==> src/rtl/rtcIrqPkg.sv <==
package rtcIrqPkg;
  typedef struct packed {
    logic perSet;
    logic almSet;
    logic perClr;
    logic almClr;
    logic mstClr;
  } irqStrobeT;
endpackage

==> src/rtl/rtcIrqCtrl.sv <==
module rtcIrqCtrl
  import rtcIrqPkg::*;
(
  input  logic       clk,
  input  logic       rstN,
  input  logic       tick,
  input  logic       perHit,
  input  logic       almHit,
  input  logic [2:0] clrMask,
  output irqStrobeT  strobes
);
  localparam int CLR_PER = 0;
  localparam int CLR_ALM = 1;
  localparam int CLR_MST = 2;

  always_comb begin
    strobes.perSet = tick & perHit;
    strobes.almSet = tick & almHit;
    strobes.perClr = clrMask[CLR_PER];
    strobes.almClr = clrMask[CLR_ALM];
    strobes.mstClr = clrMask[CLR_MST];
  end

  // no set strobe leaves the control off a tick
  p_no_set_off_tick_r8: assert property (@(posedge clk) disable iff (!rstN)
    !tick |-> !(strobes.perSet || strobes.almSet));
endmodule

==> src/rtl/rtcIrqDatapath.sv <==
module rtcIrqDatapath
  import rtcIrqPkg::*;
#(
  parameter int          PER_W      = 8,
  parameter logic [7:0]  PER_VALID  = 8'h3F,
  parameter int          FIELD_W    = 8,
  parameter int          NUM_FIELDS = 6,
  parameter int          CEN_W      = 3,
  localparam int         VEC_W      = FIELD_W * NUM_FIELDS
)(
  input  logic             clk,
  input  logic             rstN,
  input  logic [PER_W-1:0] perFlags,
  input  logic [PER_W-1:0] perEnable,
  input  logic [CEN_W-1:0] cmpEnable,
  input  logic [VEC_W-1:0] timeFields,
  input  logic [VEC_W-1:0] cmpFields,
  input  irqStrobeT        strobes,
  output logic             perHit,
  output logic             almHit,
  output logic             perStatus,
  output logic             almStatus,
  output logic             mstStatus,
  output logic             irqN
);
  logic [NUM_FIELDS-1:0] fieldEq;
  logic [PER_W-1:0]      validMask;
  logic                  perNext, almNext, mstNext;

  assign validMask = PER_W'(PER_VALID);

  generate
    for (genvar k = 0; k < NUM_FIELDS; k++) begin : gFieldCmp
      assign fieldEq[k] = timeFields[k*FIELD_W +: FIELD_W] == cmpFields[k*FIELD_W +: FIELD_W];
    end
  endgenerate

  assign perHit = |(perFlags & perEnable & validMask);
  assign almHit = (|cmpEnable) & (|fieldEq);

  always_comb begin
    perNext = strobes.perSet | (perStatus & ~strobes.perClr);
    almNext = strobes.almSet | (almStatus & ~strobes.almClr);
    mstNext = strobes.perSet | strobes.almSet | (mstStatus & ~strobes.mstClr);
  end

  always_ff @(posedge clk or negedge rstN) begin
    if (!rstN) begin
      perStatus <= 1'b0;
      almStatus <= 1'b0;
      mstStatus <= 1'b0;
      irqN      <= 1'b1;
    end else begin
      perStatus <= perNext;
      almStatus <= almNext;
      mstStatus <= mstNext;
      irqN      <= ~mstNext;
    end
  end

  p_per_set_r2: assert property (@(posedge clk) disable iff (!rstN)
    strobes.perSet |=> perStatus);
  p_alarm_gated_r3: assert property (@(posedge clk) disable iff (!rstN)
    almHit |-> (cmpEnable != '0));
  p_pin_falls_r5: assert property (@(posedge clk) disable iff (!rstN)
    $rose(mstStatus) |-> $fell(irqN));
  p_set_wins_r7: assert property (@(posedge clk) disable iff (!rstN)
    (strobes.almSet && strobes.almClr) |=> almStatus);
  p_master_only_by_clear_r9: assert property (@(posedge clk) disable iff (!rstN)
    $fell(mstStatus) |-> $past(strobes.mstClr));
endmodule

==> src/rtl/rtcIrqTop.sv <==
module rtcIrqTop
  import rtcIrqPkg::*;
#(
  parameter int PER_W      = 8,
  parameter int FIELD_W    = 8,
  parameter int NUM_FIELDS = 6,
  parameter int CEN_W      = 3,
  localparam int VEC_W     = FIELD_W * NUM_FIELDS
)(
  input  logic             clk,
  input  logic             rstN,
  input  logic             tick,
  input  logic [PER_W-1:0] perFlags,
  input  logic [PER_W-1:0] perEnable,
  input  logic [CEN_W-1:0] cmpEnable,
  input  logic [VEC_W-1:0] timeFields,
  input  logic [VEC_W-1:0] cmpFields,
  input  logic [2:0]       clrMask,
  output logic             perStatus,
  output logic             almStatus,
  output logic             mstStatus,
  output logic             irqN
);
  irqStrobeT strobes;
  logic      perHit, almHit;

  rtcIrqCtrl uCtrl (
    .clk(clk), .rstN(rstN), .tick(tick), .perHit(perHit), .almHit(almHit),
    .clrMask(clrMask), .strobes(strobes)
  );

  rtcIrqDatapath #(
    .PER_W(PER_W), .FIELD_W(FIELD_W), .NUM_FIELDS(NUM_FIELDS), .CEN_W(CEN_W)
  ) uDp (
    .clk(clk), .rstN(rstN), .perFlags(perFlags), .perEnable(perEnable),
    .cmpEnable(cmpEnable), .timeFields(timeFields), .cmpFields(cmpFields),
    .strobes(strobes), .perHit(perHit), .almHit(almHit),
    .perStatus(perStatus), .almStatus(almStatus), .mstStatus(mstStatus), .irqN(irqN)
  );
endmodule

==> config.mk <==
export PLATFORM = sky130hd
export DESIGN_NAME = rtcIrqTop
export DESIGN_NICKNAME = d
export VERILOG_FILES = /design/src/rtl/rtcIrqPkg.sv /design/src/rtl/rtcIrqCtrl.sv /design/src/rtl/rtcIrqDatapath.sv /design/src/rtl/rtcIrqTop.sv
export SDC_FILE = /design/constraint.sdc
export NUM_CORES = 1
export LEC_CHECK = 0
export ABC_AREA = 1
export BUFFER_PORTS_ARGS = -buffer_cell sky130_fd_sc_hd__buf_2
export CORE_MARGIN = 3
export CORE_UTILIZATION = 34
export DETAILED_ROUTE_END_ITERATION = 12
export GPL_TIMING_DRIVEN = 0
export HOLD_SLACK_MARGIN = 0.03
export PLACE_DENSITY = 0.87
export SLEW_MARGIN = 20
export SYNTH_ARGS = -nofsm -noshare
export SYNTH_HDL_FRONTEND = slang
export SYNTH_SLANG_ARGS = --single-unit
==> constraint.sdc <==
create_clock -name clk -period 1.15 [get_ports clk]
set_input_delay 0.1725 -clock clk [delete_from_list [all_inputs] [get_ports clk]]
set_output_delay 0.1725 -clock clk [all_outputs]
set_load 0.1 [all_outputs]
# Word level (Yosys, flattened, before mapping)

Index checks and enable logic that the tools add are counted.

Register bits after elaboration: 4
Output and inout bits: 4
Word-level logic and storage cells: 28

Eq/ne operators: 6
Bitwise operators: 15
Reductions and logical operators: 3

Operator list:

| kind             | number |
|---|---|
| $eq A8 B8 Y1     | 6 |
| $reduce_or A6 Y1 | 2 |
| $and A1 B1 Y1    | 6 |
| $and A6 B6 Y6    | 1 |
| $not A1 Y1       | 4 |
| $or A1 B1 Y1     | 4 |
| $reduce_or A3 Y1 | 1 |

# Depth between registers and ports, before layout

Gate-level depths: netlist (run 1).

Word-level depth: 7
Mapped depth: 11
Gate-level depth less buffers: 11

# Modules after synthesis

From an unflattened synthesis (run 1), not the netlist that was laid out.

Cell total of the unflattened synthesis: 179
Area, all modules: 955.9 um2

By module, submodules not included:

| module         | instances | cells an instance | area an instance (um2) |
|---|---|---|---|
| rtcIrqDatapath | 1         | 172               | 918.4 |
| rtcIrqCtrl     | 1         | 7                 | 37.5 |

# Least setup slack after synthesis (run 1)

OpenSTA, ideal clock, no wires.

Path type: register -> register
Start point: register uDp.mstStatus
End point: register uDp.mstStatus
Data arrival time: 1259 ps
Data required time: 1085 ps
Path slack: -174 ps
Cell stages (with the launch flop): 5
Path buffers: 0
Clock period less this slack: 1324 ps
Path through: dfrtp_1 -> inv_1 -> o21ai_1 -> inv_1 -> nand2_1

Cells in the longest elaborated chain, start to end: 2

Ends and longest elaborated chain:

| item                   | RTL line             | RTL |
|---|---|---|
| from (decl)            | rtcIrqDatapath.sv:23 | `output logic mstStatus,` |
| from (signal assigned) | rtcIrqDatapath.sv:56 | `mstStatus <= mstNext;` |
| $and A1 B1 Y1          | rtcIrqDatapath.sv:44 | `mstNext = strobes.perSet \| strobes.almSet \| (mstStatus & ~strobes.mstClr);` |
| $or A1 B1 Y1           | rtcIrqDatapath.sv:44 |  |
| via uDp.mstNext        | rtcIrqDatapath.sv:28 | `logic perNext, almNext, mstNext;` |

The timed path passes the listed nets, and every way through them passes these cells.

# Worst setup path in the final report (run 1)

Start point: register uDp.irqN
End point: output port irqN

RTL lines:

| item                   | RTL line             | RTL |
|---|---|---|
| from (decl)            | rtcIrqDatapath.sv:24 | `output logic irqN` |
| from (signal assigned) | rtcIrqDatapath.sv:57 | `irqN <= ~mstNext;` |
| to (decl)              | rtcIrqTop.sv:22      | `output logic irqN` |

No word-level cell between the ends.

==> flow_metrics.tcl, run 1 <==
set metrics [dict create \
    crit_start "uDp.irqN" \
    track_usage_pct 15.4 \
    stdcell_area_sq_mm 0.00164 \
    syn_inst 175 \
    worst-path-buf-inv 1 \
    power.density_mw_per_mm2 570 \
    end_kind "output pin" \
    antenna_left 0 \
    area_growth_pct 75.0 \
    drcViolationCount 0 \
    clkLatencyLatePin_ns 0.23 \
    netlist_area_sq_um 935 \
    vias_per_cell 4.18 \
    period_needed_ns 1.11 \
    num_rows 18 \
    rsz0062_at_grt "no" \
    wl_per_cell_um 8.55 \
    skew_ns 0.00724 \
    worstHoldPathType "in2reg" \
    numPortBuffers 120 \
    cts_tree "yes" \
    status "completed" \
    p_leak_nw 1.07 \
    power_mw 0.931 \
    clkTransAtPathRegs_ns 0.04 \
    crit_path_start_kind "flop" \
    dr.pass1.iters 2 \
    yosysWarningCount 0 \
    relSlewSlack_pct 81.6 \
    path_delay_family "flip-flops" \
    grt_max_degree 5 \
    crit_fanout 1 \
    synth.avg_cell_area_sq_um 5.34 \
    slew_viol_final 0 \
    clock_path_buffers 2 \
    max_freq_mhz 903 \
    synth_nets 296 \
    place_area_sq_mm 0.00158 \
    ys_types 14 \
    post-route-period-util_pct 96.3 \
    min-delay-start "clrMask[0]" \
    start_util_pct 36.7 \
    antenna_found_initial 0 \
    cts_inserted_buffers 3 \
    grt_pass1_vias 1177 \
    setup.worst_path.class "reg2out" \
    htreeDepth 1 \
    root_buffer "clkbuf_4" \
    finalSetupViolCount 0 \
    maxCapViolCount 0 \
    die_h_um 58.4 \
    place.gp.congestion 0.698 \
    coreArea_sq_mm 0.00254 \
    finish.net_count 422 \
    wirelength_um 2820 \
    critPathArrivalTime_ns 0.94 \
    drive_gt1_share_pct 42.7 \
    critical_path.cell_chain "buf_12" \
    peakVddDrop_mv 0.714 \
    die_x_um 58.4 \
    dpl.hpwl_um 2620 \
    critPathSlowestCell "dfstp_2" \
    tightest_slew_ns 0.278 \
    grt_pass1_wl_um 4140 \
    via_count 1378 \
    cts_setup_buffers 0 \
    grt_overflow 0 \
    r2r-start "uDp.mstStatus" \
    ys_seq_elements 4 \
    antenna_cells 0 \
    required_ns 0.98 \
    ys_seq_area_share_pct 10.8 \
    slowest_delay_ns 0.54 \
    ios 125 \
    utilization_pct 64.3 \
    cts.sinks 4 \
    dieArea_sq_mm 0.00341 \
    drtIter0Drc 13 \
    final-hold-violation-count 0 \
    tns_ns 0 \
]
==> Yosys cell counts, drive strengths merged <==
master	count	share of area (%)
a21oi	1	0.53
a22o	1	0.94
dfrtp	3	8.0
dfstp	1	2.8
inv	32	13
nand2	76	31
nand3	1	0.53
nor2	22	8.8
nor3	1	1.1
o21ai	2	1.1
o31a	1	0.94
xnor2	20	19
xor2	14	13
==> layer usage <==
layer | vias up | wire length (um) | GRT usage (%)
met4 | 0 | 9 | 4.97
met1 | 563 | 922 | 13.9
met3 | 2 | 285 | 2.85
met5 | - | 0 | 0
li1 | 754 | - | -
met2 | 59 | 1600 | 32.9
==> kinds of logic after synthesis <==
| logic type | synth area share (%) |
|---|---|
| and+or+nand+nor | 41.0 |
| buffers and inverters | 12.9 |
| AOI/OAI and AO/OA | 3.48 |
| xor gates and xnor gates | 31.9 |
| DFF | 10.8 |
==> power breakdown <==
group	total, mW	leakage, nW	switching, mW	internal (mW)
Clock	0.186	0.0150	0.0562	0.130
Sequential	0.166	0.0434	0.00809	0.158
Combinational	0.579	1.01	0.288	0.290
==> what timing repair did <==
| item | in CTS | in global routing |
|---|---|---|
| hold endpoints to repair | 4 | 0 |
| endpoints found under the setup margin | 4 | 1 |
| hold buffers | 1 | 0 |
| resized for setup | 6 | 1 |
==> sequential cells by signal, summed over array words and instances (netlist names) <==
signal / cells
uDp.almStatus: 1
uDp.irqN: 1
uDp.mstStatus: 1
uDp.perStatus: 1
==> metrics by stage <==
step           instances  worst slack (ns)  hold slack [ns]
3_5_place_dp         325            0.0572          -0.0193
5_1_grt              330            0.0141            0.153
6_report             330            0.0420            0.125
2_1_floorplan        175            0.0877           -0.123
3_3_place_gp         325            0.0783          -0.0232
4_1_cts              330            0.0109            0.108
==> layout by cell type, fill, tap and decap left out <==
cell type / Yosys / layout
a21oi_1: 1 / 1
xor2_1: 14 / 14
xnor2_1: 20 / 20
a22o_1: 1 / 1
dlygate4sd3_1: 0 / 1
inv_1: 32 / 32
dfrtp_2: 0 / 3
clkbuf_4: 0 / 3
buf_12: 0 / 1
dfstp_2: 1 / 1
nand3_1: 1 / 1
buf_2: 0 / 116
o31a_1: 1 / 1
nor2_1: 22 / 22
o21ai_1: 1 / 1
nand2_1: 76 / 76
nor3_2: 1 / 1
buf_4: 0 / 3
clkbuf_1: 0 / 1
o21ai_0: 1 / 1
==> area by class of cell <==
| type | instances | area, sq um |
|---|---|---|
| fill | 262 | 910 |
| inverter | 32 | 120 |
| sequential | 4 | 105 |
| multi-input combinational | 139 | 713 |
| tap | 30 | 37.5 |
| clock buffer | 4 | 26.3 |
| timing repair buffer | 121 | 633 |
==> worst paths after layout <==
check / end / slack (ns) / depth (start not counted)
setup / recovery: irqN / 0.04 / 1
hold / removal: uDp.perStatus / 0.12 / 2
setup reg to reg: uDp.mstStatus / 0.40 / 4
hold reg to reg: uDp.almStatus / 0.49 / 2
max in group asynchronous: uDp.irqN / 0.65 / 2
min in group asynchronous: uDp.almStatus / 0.29 / 2
No activity file was read; power rests on OpenSTA's default activity.
==> inputs of run 2 (changes only) <==
--- a/config.mk
+++ b/config.mk
@@ -8,11 +8,11 @@
 export ABC_AREA = 1
 export BUFFER_PORTS_ARGS = -buffer_cell sky130_fd_sc_hd__buf_2
 export CORE_MARGIN = 3
-export CORE_UTILIZATION = 34
+export CORE_UTILIZATION = 28
 export DETAILED_ROUTE_END_ITERATION = 12
 export GPL_TIMING_DRIVEN = 0
 export HOLD_SLACK_MARGIN = 0.03
-export PLACE_DENSITY = 0.87
+export PLACE_DENSITY = 0.76
 export SLEW_MARGIN = 20
 export SYNTH_ARGS = -nofsm -noshare
 export SYNTH_HDL_FRONTEND = slang
==> constraint.sdc (replaced) <==
create_clock -name clk -period 1 [get_ports clk]
set_input_delay 0.15 -clock clk [delete_from_list [all_inputs] [get_ports clk]]
set_output_delay 0.15 -clock clk [all_outputs]
set_load 0.1 [all_outputs]
==> run 2 against run 1 <==
Effect of this change:
- the flow now finishes with violations (setup timing)
- via count decreased by 0.22%
- design area grew 2.4%
- final cell count grew 4.2%
- die area up 19%
- first-iteration DRC count increased to 2.7 times the previous value
- routed wire length up 1.5%
- global-route usage decreased by 2.3 points
- count of clock-buffer cells in the layout unchanged
- critical endpoint unchanged
==> flow_metrics.tcl, run 2 (synthesis results as in run 1) <==
set metrics [dict create \
    root_buffer "clkbuf_4" \
    drive_gt1_share_pct 42.7 \
    clock_path_buffers 2 \
    r2r-start "uDp.mstStatus" \
    cts_tree "yes" \
    path_depth 1 \
    r2r_end "uDp.mstStatus" \
    min-delay-start "clrMask[0]" \
    drtIter0Drc 35 \
    crit_fanout 1 \
    p_leak_nw 1.07 \
    grt_overflow 0 \
    critPathSlowestCell "dfstp_2" \
    final-hold-violation-count 0 \
    violations "setup timing" \
    period_needed_ns 1.08 \
    worstHoldPathType "in2reg" \
    mostFrequentLayoutCell "buf_2" \
    power_mw 1.09 \
    grt_pass1_vias 1240 \
    critPathArrivalTime_ns 0.93 \
    skew_ns 0.00000432 \
    rrSetupSlack_ns 0.14 \
    ff2ff_path_depth 4 \
    setup.worst_path.class "reg2out" \
    post-route-period-util_pct 108 \
    relSlewSlack_pct 86.6 \
    antenna_left 0 \
    wl_per_cell_um 8.32 \
    finalSetupViolCount 2 \
    die_x_um 63.8 \
    dr.pass1.iters 4 \
    cts.sinks 4 \
    start_util_pct 29.9 \
    wirelength_um 2860 \
    worst-path-buf-inv 1 \
    tightest_slew_ns 0.202 \
    numPortBuffers 120 \
    required_ns 0.85 \
    peakVddDrop_mv 0.294 \
    slowest_delay_ns 0.53 \
    place.gp.congestion 0.724 \
    critical_path.cell_chain "buf_12" \
    coreArea_sq_mm 0.00313 \
    ios 125 \
    end_kind "output pin" \
    htreeDepth 1 \
    dieArea_sq_mm 0.00407 \
    die_h_um 63.8 \
    clkLatencyLatePin_ns 0.23 \
    cts_setup_buffers 0 \
    finish.net_count 422 \
    antenna_cells 0 \
    holdPathStages 2 \
    vias_per_cell 4.00 \
    area_growth_pct 79.3 \
    rsz0062_at_grt "yes" \
    holdPathEnd "uDp.perStatus" \
    antenna_found_initial 0 \
    stdcell_area_sq_mm 0.00168 \
    power.density_mw_per_mm2 652 \
    regArea_sq_um 108 \
    cts_inserted_buffers 3 \
    grt_max_degree 5 \
    crit_path_start_kind "flop" \
    utilization_pct 53.6 \
    grt_pass1_wl_um 4430 \
    n_fill_cell 317 \
    track_usage_pct 13.0 \
    clkTransAtPathRegs_ns 0.04 \
    num_rows 20 \
    dpl.hpwl_um 2660 \
    status "complete, but fails checks" \
    path_delay_family "flip-flops" \
    multiInputGateArea_sq_um 713 \
    maxCapViolCount 0 \
    final_cell_mix "buf_2, nand2_1, inv_1, nor2_1, xnor2_1" \
    drcViolationCount 0 \
    place_area_sq_mm 0.00160 \
    max_freq_mhz 927 \
    slew_viol_final 0 \
    layout_setup_ws_ns -0.0782 \
    via_count 1375 \
]
==> run 2: changes by cell type in the layout (fill, tap and decap cells not counted) <==
cell     change
buf_4        -3
buf_6        +2
buf_12       +1
dfrtp_2      -1
dfrtp_4      +1
==> run 2: how the worst max path moves through the flow <==
stage	start	endpoint	slack, ns
after detailed placement	cmpFields[10]	uDp.almStatus	-0.07
after global routing	uDp.irqN	irqN	-0.1
after global placement	cmpFields[10]	uDp.mstStatus	-0.07
final	uDp.irqN	irqN	-0.08
after CTS	uDp.irqN	irqN	-0.09
after floorplan	uDp.mstStatus	uDp.mstStatus	0.02
==> run 2: through the flow <==
| stage | hold WS [ns] | setup WS [ns] | setup TNS [ns] | instances |
|---|---|---|---|---|
| after global placement | -0.0447 | -0.0732 | -0.230 | 339 |
| after CTS | 0.0787 | -0.0925 | -0.131 | 344 |
| final | 0.0861 | -0.0782 | -0.108 | 344 |
| after global routing | 0.0986 | -0.0988 | -0.146 | 344 |
| after detailed placement | -0.0424 | -0.0691 | -0.217 | 339 |
| after floorplan | -0.146 | 0.0186 | 0 | 175 |
==> run 2: worst register-to-register path, cell delays in order (launching register included) <==
cell	delay [ns]
dfrtp_4	0.48
inv_1	0.07
o21ai_1	0.09
inv_1	0.06
nand2_1	0.05
==> run 2: cell type report <==
| type | count | area share [%] |
|---|---|---|
| repair buffers | 121 | 39.0 |
| multi-input cells | 139 | 42.6 |
| inverters | 32 | 7.17 |
| flip-flops and latches | 4 | 6.42 |
| clock buffers | 4 | 1.57 |
| well taps | 44 | 3.29 |
==> run 2: what timing repair did <==
action,in CTS,in global routing
gates resized for setup,12,0
hold endpoints to repair,4,0
endpoints found under the setup margin,4,2
hold buffers,1,0
==> run 2: layer usage <==
metal	vias to the layer above	part of all wire (%)	track usage, %
li1	752	-	-
met1	553	37	13.5
met3	4	9.7	2.28
met4	0	0.80	3.77
met5	-	0	0
met2	66	53	26.2
==> run 2: report_power, final <==
group          internal (mW)  switching [mW]  leakage, nW
registers              0.184          0.0120       0.0435
clock network          0.150          0.0641       0.0150
logic                  0.349           0.334         1.01
total                  0.683           0.410         1.07
